$ cat src/rtl/ack_vector_seq.sv
module ack_vector_seq #(
  parameter logic [7:0] CALL_OP = 8'hCD
) (
  input  logic       clk,
  input  logic       rst_n,
  input  logic       ack,
  input  logic [2:0] grant_lvl,
  input  logic       mode16,
  input  logic       gap4,
  input  logic [2:0] base_lo,
  input  logic [7:0] base_hi,
  output logic [7:0] bus_out,
  output logic       bus_oe
);

  logic       ack_q;
  logic [1:0] step_q;
  logic [2:0] lvl_q;
  logic [7:0] resp;

  wire ack_rise = ack & ~ack_q;
  wire ack_fall = ~ack & ack_q;
  wire last     = mode16 ? (step_q != 2'd0) : (step_q == 2'd2);

  always_ff @(posedge clk) begin
    if (!rst_n) begin
      ack_q  <= 1'b0;
      step_q <= 2'd0;
      lvl_q  <= 3'd0;
    end else begin
      ack_q <= ack;
      if (ack_rise && step_q == 2'd0) lvl_q <= grant_lvl;
      if (ack_fall) step_q <= last ? 2'd0 : step_q + 2'd1;
    end
  end

  always_comb begin
    case (step_q)
      2'd0:    resp = CALL_OP;
      2'd1:    resp = mode16 ? {base_hi[7:3], lvl_q}
                     : gap4  ? {base_lo, lvl_q, 2'b00}
                             : {base_lo[2:1], lvl_q, 3'b000};
      default: resp = base_hi;
    endcase
  end

  assign bus_oe  = ack & ~(mode16 & (step_q == 2'd0));
  assign bus_out = bus_oe ? resp : 8'h00;

  assert_step_range_R7: assert property (@(posedge clk) disable iff (!rst_n)
    step_q != 2'd3);

  assert_step_hold_R7: assert property (@(posedge clk) disable iff (!rst_n)
    ack |=> $stable(step_q));

  assert_lvl_hold_R9: assert property (@(posedge clk) disable iff (!rst_n)
    (step_q != 2'd0) |=> $stable(lvl_q));

  assert_wide_wrap_R8: assert property (@(posedge clk) disable iff (!rst_n)
    (ack_fall && mode16 && step_q == 2'd1) |=> (step_q == 2'd0));

  assert_quiet_bus_R2: assert property (@(posedge clk) disable iff (!rst_n)
    !ack |-> (!bus_oe && bus_out == 8'h00));

endmodule

$ cat config.mk
export PLATFORM = sky130hd
export DESIGN_NAME = ack_vector_seq
export DESIGN_NICKNAME = d
export VERILOG_FILES = /design/src/rtl/ack_vector_seq.sv
export SDC_FILE = /design/constraint.sdc
export NUM_CORES = 1
export LEC_CHECK = 0
export ABC_CLOCK_PERIOD_IN_PS = 2200
export BUFFER_PORTS_ARGS = -buffer_cell sky130_fd_sc_hd__buf_4
export CAP_MARGIN = 5
export CELL_PAD_IN_SITES_DETAIL_PLACEMENT = 0
export CELL_PAD_IN_SITES_GLOBAL_PLACEMENT = 1
export CORE_MARGIN = 2
export CORE_UTILIZATION = 33
export CTS_CLUSTER_DIAMETER = 120
export DETAILED_ROUTE_END_ITERATION = 6
export HOLD_SLACK_MARGIN = 0.08
export PLACE_DENSITY_LB_ADDON = 0.1
export SYNTH_ARGS = -nofsm -noshare
export SYNTH_HDL_FRONTEND = slang
export SYNTH_SLANG_ARGS = --single-unit
$ cat constraint.sdc
create_clock -name clk -period 2.2 [get_ports clk]
set_input_delay 0.22 -clock clk [delete_from_list [all_inputs] [get_ports clk]]
set_output_delay 0.22 -clock clk [all_outputs]
set_load 0.05 [all_outputs]
== Word-level counts from Yosys, hierarchy flattened ==
Index checks and enable logic that the tools add are counted.

* Add/sub/neg operators: 1
* $mul: 0
* Divide/modulo/power cells: 0
* Order comparisons: 0
* Equal/unequal tests: 2
* Shift operators: 0
* Mux-type cells: 6
* Bitwise operators: 7
* Reductions and logical operators: 3

{| class="wikitable"
|+ Operators with widths
! kind !! number
|-
| $mux W8 || 2
|-
| $pmux W8 S2 || 1
|-
| $mux W6 || 1
|-
| $and A1 B1 Y1 || 4
|-
| $not A1 Y1 || 3
|-
| $add A2 B1 Y2 const B || 1
|-
| $eq A2 B1 Y1 const B || 1
|-
| $eq A2 B2 Y1 const B || 1
|-
| $logic_not A2 Y1 || 1
|-
| $mux W2 || 1
|-
| $reduce_bool A2 Y1 || 1
|-
| $logic_and A1 B1 Y1 || 1
|-
| $mux W1 || 1
|}

* Bits in registers: 6
* Latch bits: 0
* RAM bits: 0
* ROM bits: 0
* Bits of input ports: 19
* Output and inout bits: 9
* Logic and storage cells: 22
* Memories kept: 0

== Longest topological paths before layout ==
* Depth in word-level cells: 5
* Depth in mapped cells: 6
* Gate-level depth less buffers: 5

== Worst setup path after synthesis ==
Ideal clock, no wire load.

* Path type: register to output
* Start: reg step_q[0]
* End: out bus_out[0]
* Arrival time: 1.823 ns
* Data required time: 1.980 ns
* Slack: 0.157 ns
* Stages on the path, launching flop included: 7
* Buffers on the path: 1
* Cell sequence: dfxtp_1 inv_1 ha_1 clkbuf_4 nand2_1 nand2_1 a21oi_1

* Cells in the longest elaborated chain, start to end: 5
* Elaborated cells between the ends (all ways): 7
* Those cells by class: 1 x eq/ne; 2 x mux; 3 x bitwise; 1 x reduce/logical

{| class="wikitable"
|+ Ends and longest elaborated chain
! item !! line !! source
|-
| start, declared || 17 || <nowiki>logic [1:0] step_q;</nowiki>
|-
| start signal, assigned || 33 || <nowiki>if (ack_fall) step_q <= last ? 2'd0 : step_q + 2'd1;</nowiki>
|-
| $logic_not A2 Y1 || 38, 47 ||
|-
| $and A1 B1 Y1 || 47 || <nowiki>assign bus_oe = ack & ~(mode16 & (step_q == 2'd0));</nowiki>
|-
| $not A1 Y1 || 47 ||
|-
| $and A1 B1 Y1 || 47 ||
|-
| $mux W8 (*) || 48 || <nowiki>assign bus_out = bus_oe ? resp : 8'h00;</nowiki>
|-
| end, declared || 12 || <nowiki>output logic [7:0] bus_out,</nowiki>
|}

Mark *: on every way between the ends. The rest lies on a longest branch, timed or not.

== Worst setup path after layout ==
* Start: reg step_q[0]
* End: out bus_out[2]

The elaborated chain is that of the path after synthesis.

==> impl_metrics.json <==
{
  "p_leak_nw": 0.350,
  "drive_above_1_share_pct": 39.4,
  "synth_flop_cell": "dfxtp_1",
  "fmax_mhz": 501,
  "critPathMaxFanout": 9,
  "cpPeakStageDelay_ns": 0.41,
  "multi_input_area_um2": 397,
  "use_met3_pct": 1.20,
  "gp_congestion": 0.759,
  "diodes": 0,
  "wire_per_inst_um": 11.6,
  "placed_cell_area_um2": 759,
  "syn_area_per_cell_um2": 8.40,
  "die-area_um2": 2050,
  "timing.final.crit_share_pct": 90.8,
  "clock_skew_ns": 0.000678,
  "drc": 0,
  "crit_chain": "ha_1, inv_1, a2111oi_4, nor3_2, buf_4",
  "hold_viol": 0,
  "hp-class": "input pin to register",
  "grt_max_degree": 15,
  "io_buffers": 27,
  "post_cts_buffers": 0,
  "cts-buffers-inserted": 3,
  "worstPathArrival_ns": 1.78,
  "clock_path_buffers": 2,
  "rsz0062_at_grt": "no",
  "via_per_inst": 4.97,
  "core.rowCount": 14,
  "critical_path.slowest_cell": "dfxtp_1",
  "die_h_um": 45.3,
  "grt-ovfl-total": 0,
  "whs_ns": 0.229,
  "grt_antenna_before_repair": 0,
  "maxSlewViolCount": 0,
  "grtUsageTotal_pct": 14.6,
  "cap_violations": 0,
  "netlist_instances": 67,
  "criticalPathCategory": "register to output pin",
  "synth_seq_cells": 6,
  "final_common_cell": "buf_4",
  "wl_um": 1280,
  "start_kind": "register",
  "cts_tree": "done",
  "dr.first_iter.drc_count": 4,
  "synth_top_area_cell": "dfxtp_1",
  "power_density_nw_per_um2": 445,
  "grt_pass1_wl_um": 2180,
  "gr-usage-met2_pct": 24.9,
  "outcome": "completed",
  "io_pins": 28,
  "use_met1_pct": 17.6,
  "synth_seq_area_share_pct": 21.3,
  "path_clk_slew_ns": 0.04,
  "synthToLayoutAreaGrowth_pct": 39.3,
  "hold_buffers": 0,
  "yosys.area.top_type_share_pct": 21.3,
  "synth_enable_flop_cells": 0,
  "finalNetCount": 118,
  "clk_latency_ns": 0.24,
  "drtPass1Iterations": 3,
  "cts.repair.resized": 0,
  "h-tree-depth": 1,
  "peakVddDrop_v": 0.000322,
  "via_count": 547,
  "final-seq-area_um2": 120,
  "grt_pass1_vias": 522,
  "tns_ns": 0,
  "ys_top_cells_by_area": "dfxtp_1 21%, mux2i_1 8.9%, ha_1 6.7%, nor2b_1 6.7%, a21oi_1 6.2%",
  "yosysWarnings": 0,
  "syn_nets": 89,
  "ant_nets": 0,
  "slew_headroom_pct": 80.8,
  "fp.dieW_um": 45.3,
  "initial_core_util_pct": 36.1,
  "busiest_layer": "met2",
  "period_needed_ns": 2.00,
  "cp-end-kind": "output pin",
  "fin_area_um2": 785,
  "worst_pin_slew_ns": 0.289,
  "coreArea_um2": 1560,
  "mostFrequentLayoutCells": "27 x buf_4, 7 x a21oi_1",
  "nFillCells": 170,
  "syn_area_um2": 563,
  "ys_types": 27,
  "clock_sinks": 6,
  "crit_required_ns": 1.98,
  "cts_root_buffer": "clkbuf_4",
  "setup_violations": 0,
  "async_reset_ff_share_pct": 0,
  "hpwl_um": 1020
}
==> final cells by class <==
cell class / instances / area share, %
timing repair buffer: 27 / 25.8
tap: 16 / 2.55
clock buffer: 3 / 2.87
inverter: 6 / 2.87
multi-input combinational: 52 / 50.6
sequential: 6 / 15.3
==> sequential cells by signal (all words and copies together) (netlist names) <==
signal / count
lvl_q: 3
step_q: 2
ack_q: 1
==> logic make-up after synthesis <==
group           after synthesis  share of synthesized area [%]
simple gates                 26                           28.4
compound gates               16                           22.0
buf+inv                       9                           8.67
mux                           7                           12.9
flops                         6                           21.3
fa+ha+maj                     3                           6.67
==> layer usage <==
| metal | routed length [um] | vias up | share of wire [%] |
|---|---|---|---|
| met2 | 613 | 19 | 48 |
| met5 | 0 | - | 0 |
| met4 | 0 | 0 | 0 |
| li1 | - | 291 | - |
| met1 | 600 | 237 | 47 |
| met3 | 66 | 0 | 5.2 |
==> report_power, final <==
part           internal, mW  total, mW  switching, mW
clock                0.0614     0.0963         0.0349
sequential            0.115      0.121        0.00585
combinational        0.0589      0.132         0.0729
==> synth_stat cells, types with 2 or more instances <==
cell type,n
o32ai_1,2
o21ai_0,2
ha_1,3
and2_1,4
nor2b_1,6
mux2_2,2
mux2i_1,5
nor3_1,2
o2111ai_1,2
inv_1,6
nand2_1,6
dfxtp_1,6
a21oi_1,7
==> critical path: cells and delay by family (launching register included) <==
family | cells | cell delay [ns]
adder cells (fa/ha/maj) | 1 | 0.35
AND/OR/NAND/NOR | 1 | 0.08
buffers and inverters | 2 | 0.34
flip-flops | 1 | 0.41
AO/OA/AOI/OAI | 1 | 0.36
==> path summary, 6_finish.rpt <==
check             startpoint    endpoint  slack [ns]  cells past startpoint
setup / recovery   step_q[0]  bus_out[2]        0.20                      5
hold / removal         rst_n       ack_q        0.23                      2
setup reg to reg   step_q[1]    lvl_q[2]        0.84                      5
hold reg to reg    step_q[1]   step_q[1]        0.47                      2
==> per-stage QoR <==
step	util (%)	setup WS [ns]	std cells	power, mW
detailed placement	48.7	0.430	107	0.255
global placement	48.7	0.442	107	0.255
floorplan	-	0.157	67	0.209
global route	50.3	0.0570	110	0.378
finish	50.3	0.202	110	0.349
CTS	50.2	0.157	110	0.357
Note: power is estimated with default switching activity, not from simulation.
